==> src/rtl/sfu_pkg.sv <==
package sfu_pkg;

  parameter int unsigned DATA_W  = 32;
  parameter int unsigned CNT_W   = 5;
  parameter int unsigned CNT_IN_W = 8;
  parameter int unsigned FLAG_W  = 6;

  localparam int unsigned EXT_W  = 2 * DATA_W;
  localparam int unsigned IDX_W  = $clog2(EXT_W);
  localparam int unsigned MSB_W  = $clog2(DATA_W);
  localparam int unsigned NLANE  = 3;

  typedef enum logic [1:0] {
    OP_SHL = 2'b00,
    OP_SHR = 2'b01,
    OP_SAR = 2'b10,
    OP_NOP = 2'b11
  } sfu_op_e;

  typedef enum logic [1:0] {
    SZ_BYTE  = 2'b00,
    SZ_HALF  = 2'b01,
    SZ_WORD  = 2'b10,
    SZ_WORD2 = 2'b11
  } sfu_size_e;

  typedef struct packed {
    logic ovf;
    logic sgn;
    logic zer;
    logic aux;
    logic par;
    logic cry;
  } sfu_flags_t;

endpackage

==> src/rtl/sfu_size_decode.sv <==
module sfu_size_decode
  import sfu_pkg::*;
(
  input  sfu_size_e                size_i,
  output logic [DATA_W-1:0]        wmask_o,
  output logic [IDX_W-1:0]         lw_o,
  output logic [MSB_W-1:0]         msb_o
);

  logic [DATA_W-1:0] lane_mask [NLANE];
  logic [IDX_W-1:0]  lane_w    [NLANE];
  logic [1:0]        sel;

  for (genvar g = 0; g < NLANE; g++) begin : g_lane
    localparam int unsigned LW = 8 << g;
    localparam logic [EXT_W-1:0] ONE = 1;
    assign lane_mask[g] = DATA_W'((ONE << LW) - ONE);
    assign lane_w[g]    = IDX_W'(LW);
  end

  always_comb begin
    unique case (size_i)
      SZ_BYTE: sel = 2'd0;
      SZ_HALF: sel = 2'd1;
      default: sel = 2'd2;
    endcase
  end

  always_comb begin
    wmask_o = lane_mask[sel];
    lw_o    = lane_w[sel];
    msb_o   = MSB_W'(lane_w[sel] - IDX_W'(1));
  end

endmodule

==> src/rtl/sfu_shifter.sv <==
module sfu_shifter
  import sfu_pkg::*;
(
  input  sfu_op_e              op_i,
  input  logic [DATA_W-1:0]    opnd_i,
  input  logic [CNT_W-1:0]     cnt_i,
  input  logic [DATA_W-1:0]    wmask_i,
  input  logic [IDX_W-1:0]     lw_i,
  input  logic [MSB_W-1:0]     msb_i,
  output logic [DATA_W-1:0]    res_o,
  output logic                 cry_o
);

  logic [EXT_W-1:0]  ext;
  logic [EXT_W-1:0]  left;
  logic [DATA_W-1:0] right;
  logic [IDX_W-1:0]  ridx;
  logic              sign;

  always_comb begin
    sign = opnd_i[msb_i];
    ext  = {{DATA_W{1'b0}}, opnd_i};
    if (op_i == OP_SAR && sign) begin
      ext = ext | ~{{DATA_W{1'b0}}, wmask_i};
    end
  end

  always_comb begin
    left  = {{DATA_W{1'b0}}, opnd_i} << cnt_i;
    right = DATA_W'(ext >> cnt_i);
    ridx  = IDX_W'(cnt_i) - IDX_W'(1);
  end

  always_comb begin
    if (op_i == OP_SHL) begin
      res_o = left[DATA_W-1:0] & wmask_i;
      cry_o = left[lw_i];
    end else begin
      res_o = right & wmask_i;
      cry_o = ext[ridx];
    end
  end

endmodule

==> src/rtl/sfu_flag_gen.sv <==
module sfu_flag_gen
  import sfu_pkg::*;
(
  input  sfu_op_e              op_i,
  input  logic                 pass_i,
  input  logic [DATA_W-1:0]    res_i,
  input  logic                 cry_i,
  input  logic                 src_msb_i,
  input  logic [MSB_W-1:0]     msb_i,
  input  sfu_flags_t           flags_i,
  output sfu_flags_t           flags_o
);

  logic res_msb;

  always_comb begin
    res_msb = res_i[msb_i];
    flags_o = flags_i;
    if (!pass_i) begin
      flags_o.cry = cry_i;
      flags_o.aux = 1'b1;
      flags_o.zer = (res_i == '0);
      flags_o.sgn = res_msb;
      flags_o.par = ~^res_i[7:0];
      unique case (op_i)
        OP_SHL:  flags_o.ovf = res_msb ^ cry_i;
        OP_SHR:  flags_o.ovf = src_msb_i;
        default: flags_o.ovf = 1'b0;
      endcase
    end
  end

endmodule

==> src/rtl/shift_flag_unit.sv <==
module shift_flag_unit
  import sfu_pkg::*;
(
  input  logic                  clk,
  input  logic                  rst_n,
  input  logic                  in_valid,
  input  logic [1:0]            op,
  input  logic [1:0]            size,
  input  logic [DATA_W-1:0]     operand,
  input  logic [CNT_IN_W-1:0]   count,
  input  logic [FLAG_W-1:0]     flags_in,
  output logic                  out_valid,
  output logic [DATA_W-1:0]     result,
  output logic [FLAG_W-1:0]     flags_out
);

  sfu_op_e           op_e;
  sfu_size_e         size_e;
  logic [CNT_W-1:0]  cnt;
  logic [DATA_W-1:0] wmask;
  logic [IDX_W-1:0]  lw;
  logic [MSB_W-1:0]  msb;
  logic [DATA_W-1:0] opnd_sz;
  logic [DATA_W-1:0] sh_res;
  logic              sh_cry;
  logic              pass;
  sfu_flags_t        fl_in;
  sfu_flags_t        fl_new;

  logic              valid_d, valid_q;
  logic [DATA_W-1:0] res_d,   res_q;
  sfu_flags_t        flg_d,   flg_q;

  always_comb begin
    op_e    = sfu_op_e'(op);
    size_e  = sfu_size_e'(size);
    cnt     = count[CNT_W-1:0];
    fl_in   = sfu_flags_t'(flags_in);
    opnd_sz = operand & wmask;
    pass    = (cnt == '0) || (op_e == OP_NOP);
  end

  sfu_size_decode u_size (
    .size_i  (size_e),
    .wmask_o (wmask),
    .lw_o    (lw),
    .msb_o   (msb)
  );

  sfu_shifter u_shift (
    .op_i    (op_e),
    .opnd_i  (opnd_sz),
    .cnt_i   (cnt),
    .wmask_i (wmask),
    .lw_i    (lw),
    .msb_i   (msb),
    .res_o   (sh_res),
    .cry_o   (sh_cry)
  );

  sfu_flag_gen u_flags (
    .op_i      (op_e),
    .pass_i    (pass),
    .res_i     (sh_res),
    .cry_i     (sh_cry),
    .src_msb_i (opnd_sz[msb]),
    .msb_i     (msb),
    .flags_i   (fl_in),
    .flags_o   (fl_new)
  );

  // next-state
  always_comb begin
    valid_d = in_valid;
    res_d   = res_q;
    flg_d   = flg_q;
    if (in_valid) begin
      res_d = pass ? opnd_sz : sh_res;
      flg_d = fl_new;
    end
  end

  // registers
  always_ff @(posedge clk or negedge rst_n) begin
    if (!rst_n) begin
      valid_q <= 1'b0;
      res_q   <= '0;
      flg_q   <= '0;
    end else begin
      valid_q <= valid_d;
      res_q   <= res_d;
      flg_q   <= flg_d;
    end
  end

  assign out_valid = valid_q;
  assign result    = res_q;
  assign flags_out = flg_q;

endmodule

==> config.mk <==
export PLATFORM = sky130hd
export DESIGN_NAME = shift_flag_unit
export DESIGN_NICKNAME = d
export VERILOG_FILES = /design/src/rtl/sfu_pkg.sv /design/src/rtl/sfu_size_decode.sv /design/src/rtl/sfu_shifter.sv /design/src/rtl/sfu_flag_gen.sv /design/src/rtl/shift_flag_unit.sv
export SDC_FILE = /design/constraint.sdc
export NUM_CORES = 1
export LEC_CHECK = 0
export CORE_MARGIN = 10
export CORE_UTILIZATION = 52
export CTS_BUF_LIST = sky130_fd_sc_hd__clkbuf_8 sky130_fd_sc_hd__clkbuf_16
export CTS_CLUSTER_SIZE = 8
export DETAILED_ROUTE_END_ITERATION = 12
export PLACE_DENSITY = 0.9
export SYNTH_ARGS = -nofsm -noshare
export SYNTH_HDL_FRONTEND = slang
export SYNTH_SLANG_ARGS = --single-unit
==> constraint.sdc <==
create_clock -name clk -period 0.8 [get_ports clk]
set_input_delay 0.12 -clock clk [delete_from_list [all_inputs] [get_ports clk]]
set_output_delay 0.12 -clock clk [all_outputs]
set_load 0.005 [all_outputs]
==> run summary, run 1 <==
largest net degree at the start of global routing: 38
Tool Error: [ERROR GRT-0116] Global routing finished with congestion. Check the congestion regions in the DRC Viewer.
Die Ht: 137 µm
Detailed Place HPWL: 34200 µm
first-pass GRT wire length: 116000 µm
Sink Count: 39
YS warnings: 0
Post-synth EDFFs: 0
Die W: 137 µm
H-tree depth: 2
Gate Count Post-Synth: 918
area leader, netlist: dfrtp_1
Async SR Flop Fraction: 100%
Clock Path Buffers: 2
Stop stage: global routing (5_1_grt)
count of cell types in the netlist: 86
num ports: 92
CTS buffer count: 5
syn_nets: 977
GP Congestion: 1.36
synthesized area per cell: 7.72 µm²
status: aborted with a tool error
Synth area leaders: dfrtp_1, mux4_2, mux2i_1
Overall Global Routing Usage: 83.5%
pre-CTS setup slack: -2.63 ns
root buffer cell: clkbuf_16
sequential area share after synthesis: 13.8%
# port buffers: 88
placed cells: 1438
predominant post-synthesis flop cell: dfrtp_1
std cell rows: 42
total congestion overflow: 536
initial cell density of the core: 53.3%
post-synthesis cell area: 7080 µm²
share of the synthesized area in the top cell type: 13.8%
FF+latch count, synth: 39
number of global-route vias before repair: 15600
-- metrics by stage --
step	cell area, µm²	hold WS, ns
global placement	10600	-0.00818
floorplan	7520	-0.176
detailed placement	10600	-0.00904
CTS	12500	0.200
-- what timing repair did --
| action | CTS |
|---|---|
| gates resized for setup | 525 |
| hold endpoints to repair | 39 |
| gates cloned | 3 |
| buffers inserted | 105 |
| endpoints found under the setup margin | 77 |
| hold buffers | 1 |
| pin swaps | 106 |
-- cell usage after synthesis (all sizes together) (12+ instances only) --
library cell and number:
nor2 107, nand2 98, a21oi 71, mux2i 67, o21ai 57, buf 53
clkbuf 41, dfrtp 39, nand3 37, a31oi 33, mux4 33, mux2 23
nor3 20, o22ai 20, nor2b 16, o211ai 16, inv 14, o221ai 12
-- routing by layer --
layer  GRT overflow  track usage (%)
met5              8             50.4
met4            158             83.0
met3             37             77.5
met2            314             94.8
met1             19             80.6
-- cell families after synthesis --
family,count (synthesis),share of synthesized area (%)
DFF,39,13.8
xor gates and xnor gates,7,0.865
AOI/OAI and AO/OA,317,30.5
adders and majority gates,6,1.06
buffers and inverters,111,9.71
and+or+nand+nor,315,20.1
muxes,123,24.0
==> inputs of run 2 (changes only) <==
- CORE_UTILIZATION: 52 -> 40
- CTS_BUF_LIST: sky130_fd_sc_hd__clkbuf_8 sky130_fd_sc_hd__clkbuf_16 -> not set
- CTS_CLUSTER_SIZE: 8 -> not set
- PLACE_DENSITY: 0.9 -> not set
- PLACE_DENSITY_LB_ADDON: not set -> 0.15
- clock period: 0.8 -> 1 ns (I/O delays scaled with it)
==> run 2 against run 1 <==
  * The flow now finishes, with violations (negative setup slack)
  * Area after synthesis unchanged
  * Synthesized cell count unchanged
==> run summary, run 2 <==
status: complete, but fails checks
failing checks: negative setup slack
predominant post-synthesis flop cell: dfrtp_1
PD cells: 895 nW/µm²
DRT iter0 DRCs: 1316
residual DRC count: 0
Worst-path clk slew: 0.06 ns
Setup CP Type: primary input to flip-flop
Final #Nets: 1461
TritonRoute pass-1 iters: 7
# port buffers: 88 (unchanged)
worst path buffer plus inverter count: 5
CTS tree: built
crit path DAT: 2.87 ns
count of cell types in the netlist: 86 (unchanged)
crit path max fanout: 8
area leader, netlist: dfrtp_1
fmax: 375 MHz
slowest cell delay on critical path: 0.33 ns
worst-margin pin slew: 0.541 ns
Clock Path Buffers: 2 (unchanged)
CTS buffer count: 5 (unchanged)
max FFs per register: 32
ratio of cells with drive above 1 in the final layout: 61.9%
Routed Antenna Nets: 0
number of hold violations in the final report: 0
maximum vdd drop: 1090 µV
Sink Count: 39 (unchanged)
Synth area leaders: dfrtp_1, mux4_2, mux2i_1
Detailed Place HPWL: 34800 µm (+2.0%)
largest net degree at the start of global routing: 40
RSZ-0062 raised after global routing: true
first-pass GRT wire length: 67100 µm
Async SR Flop Fraction: 100% (unchanged)
post-DR vias/cell: 6.64
WL final: 47900 µm
synthesized area per cell: 7.72 µm² (unchanged)
Critical Path End Type: flip-flop
syn_nets: 977 (unchanged)
num ports: 92 (unchanged)
total congestion overflow: 0
delay-heaviest family, CP: compound AO/OA/AOI/OAI gates
vias: 10800
worst path required time: 1.20 ns
area of the core: 17400 µm²
post-synthesis cell area: 7080 µm² (unchanged)
root buffer cell: clkbuf_16
commonest non-fill, non-tap cell in the layout: buf_4
YS warnings: 0 (unchanged)
share of the synthesized area in the top cell type: 13.8% (unchanged)
Fillers: 1149
fin. max-slew vios: 0
initial cell density of the core: 40.8% (-12 points)
Setup violations, final: 38
total power: 12.3 mW
std cell rows: 48 (+14%)
Die Ht: 153 µm (+12%)
Post-synth EDFFs: 0 (unchanged)
FF+latch count, synth: 39 (unchanged)
Slowest-stage cell, CP: a211o_1
CP Launch Type: primary input
CP Cell Sequence: buf_16, buf_12, buf_16, buf_8, o21ai_4, o211ai_1, o211a_1, a211o_1, a31oi_1, buf_4, o21a_4, ha_4, nand3_2, nor2_2, and4_1, nand4_1, o31ai_2
number of global-route vias before repair: 10300
H-tree depth: 2 (unchanged)
GP Congestion: 1.09 (-20%)
most used cell, CP: buf_16
Gate Count Post-Synth: 918 (unchanged)
area grow syn2layout: 93.7%
Worst Skew: 0 ns
Overall Global Routing Usage: 36.9%
most frequent cells in the layout: buf_4, buf_6, nor2_1, nand2_1, buf_2
period utilization: 267%
worst min-delay path class: primary input to flip-flop
area of the die: 23400 µm²
smallest setup slack after layout: -1.67 ns
relative slew slack: 62.9%
Max-cap violations: 0
top-count cell post-synth: nor2_1
initial antenna violation count: 1
Clock Latency Late Sink: 0.28 ns
min cycle time layout: 2.67 ns
synth cell count leaders: nor2_1, nand2_1, a21oi_1
Die W: 153 µm (+12%)
WL/cell: 29.4 µm
sequential area share after synthesis: 13.8% (unchanged)
leakage: 5.90 nW
setup TNS: -46.80 ns
run 2: worst register-to-register path: stages (launching register included):
cell and delay, ns:
dfrtp_1 0.39, buf_4 0.14, buf_4 0.12, nor2_1 0.20, a31oi_4 0.05
run 2: layout make-up:
class / instances / area (µm²) / share of cell area (%)
diodes: 1 / 2.50 / 0.0182
clock buffers: 6 / 139 / 1.01
clock inverters: 2 / 35.0 / 0.255
inverters: 16 / 85.1 / 0.620
multi-input cells: 768 / 7130 / 52.0
flip-flops and latches: 39 / 976 / 7.11
well taps: 225 / 282 / 2.05
repair buffers: 572 / 5070 / 36.9
run 2: per-layer routing:
metal	wire, µm	global-route usage, %	up-vias	part of all wire, %
met1	17700	46.1	5114	37
li1	-	-	4502	-
met3	5830	9.34	262	12
met2	20600	56.8	935	43
met4	3730	20.7	0	7.8
met5	0	0	-	0
run 2: logic make-up (layout without fill, tap and decap cells):
family	after synthesis	after routing	share of synthesized area [%]
muxes	123	123	24.0
other	0	1	0
buffers and inverters	111	596	9.71
AOI/OAI and AO/OA	317	317	30.5
DFF	39	39	13.8
and+or+nand+nor	315	315	20.1
xor gates and xnor gates	7	7	0.865
adders and majority gates	6	6	1.06
run 2: path summary, 6_finish.rpt:
path | startpoint | to | slack [ns] | depth (start not counted)
min in group asynchronous | rst_n | result[7] | 0.36 | 3
worst max register to register | result[20] | result[20] | -0.03 | 4
worst min-delay path | in_valid | out_valid | 0.24 | 2
worst min register to register | result[7] | result[7] | 0.48 | 1
worst max-delay path | count[0] | flags_out[3] | -1.67 | 17
max in group asynchronous | rst_n | result[14] | 0.44 | 3
run 2: stage by stage:
step                setup slack [ns]  area (µm²)  hold WS [ns]  instances  utilization [%]
finish                         -1.67       13700         0.242       1629             79.0
global route                   -1.72       13700         0.255       1629             79.0
CTS                            -1.56       13000         0.239       1611             75.1
detailed placement             -2.47       11000         0.135       1521             63.2
global placement               -2.39       11000         0.130       1521             63.2
floorplan                      -1.74        7520        -0.146        918                -
run 2: power breakdown:
part           leakage, nW  internal, mW  switching [mW]
clock               0.0869          1.24           0.664
sequential           0.472          1.79           0.112
combinational         5.34          4.12            4.34
total                 5.90          7.16            5.12
run 2: timing repair:
item	CTS	global route
gates resized for setup	595	116
setup buffers	89	29
hold buffers	1	0
endpoints found under the hold margin	39	0
setup endpoints to repair	77	40
gates cloned	5	0
pin swaps	112	88
Note: power is estimated with default switching activity, not from simulation.
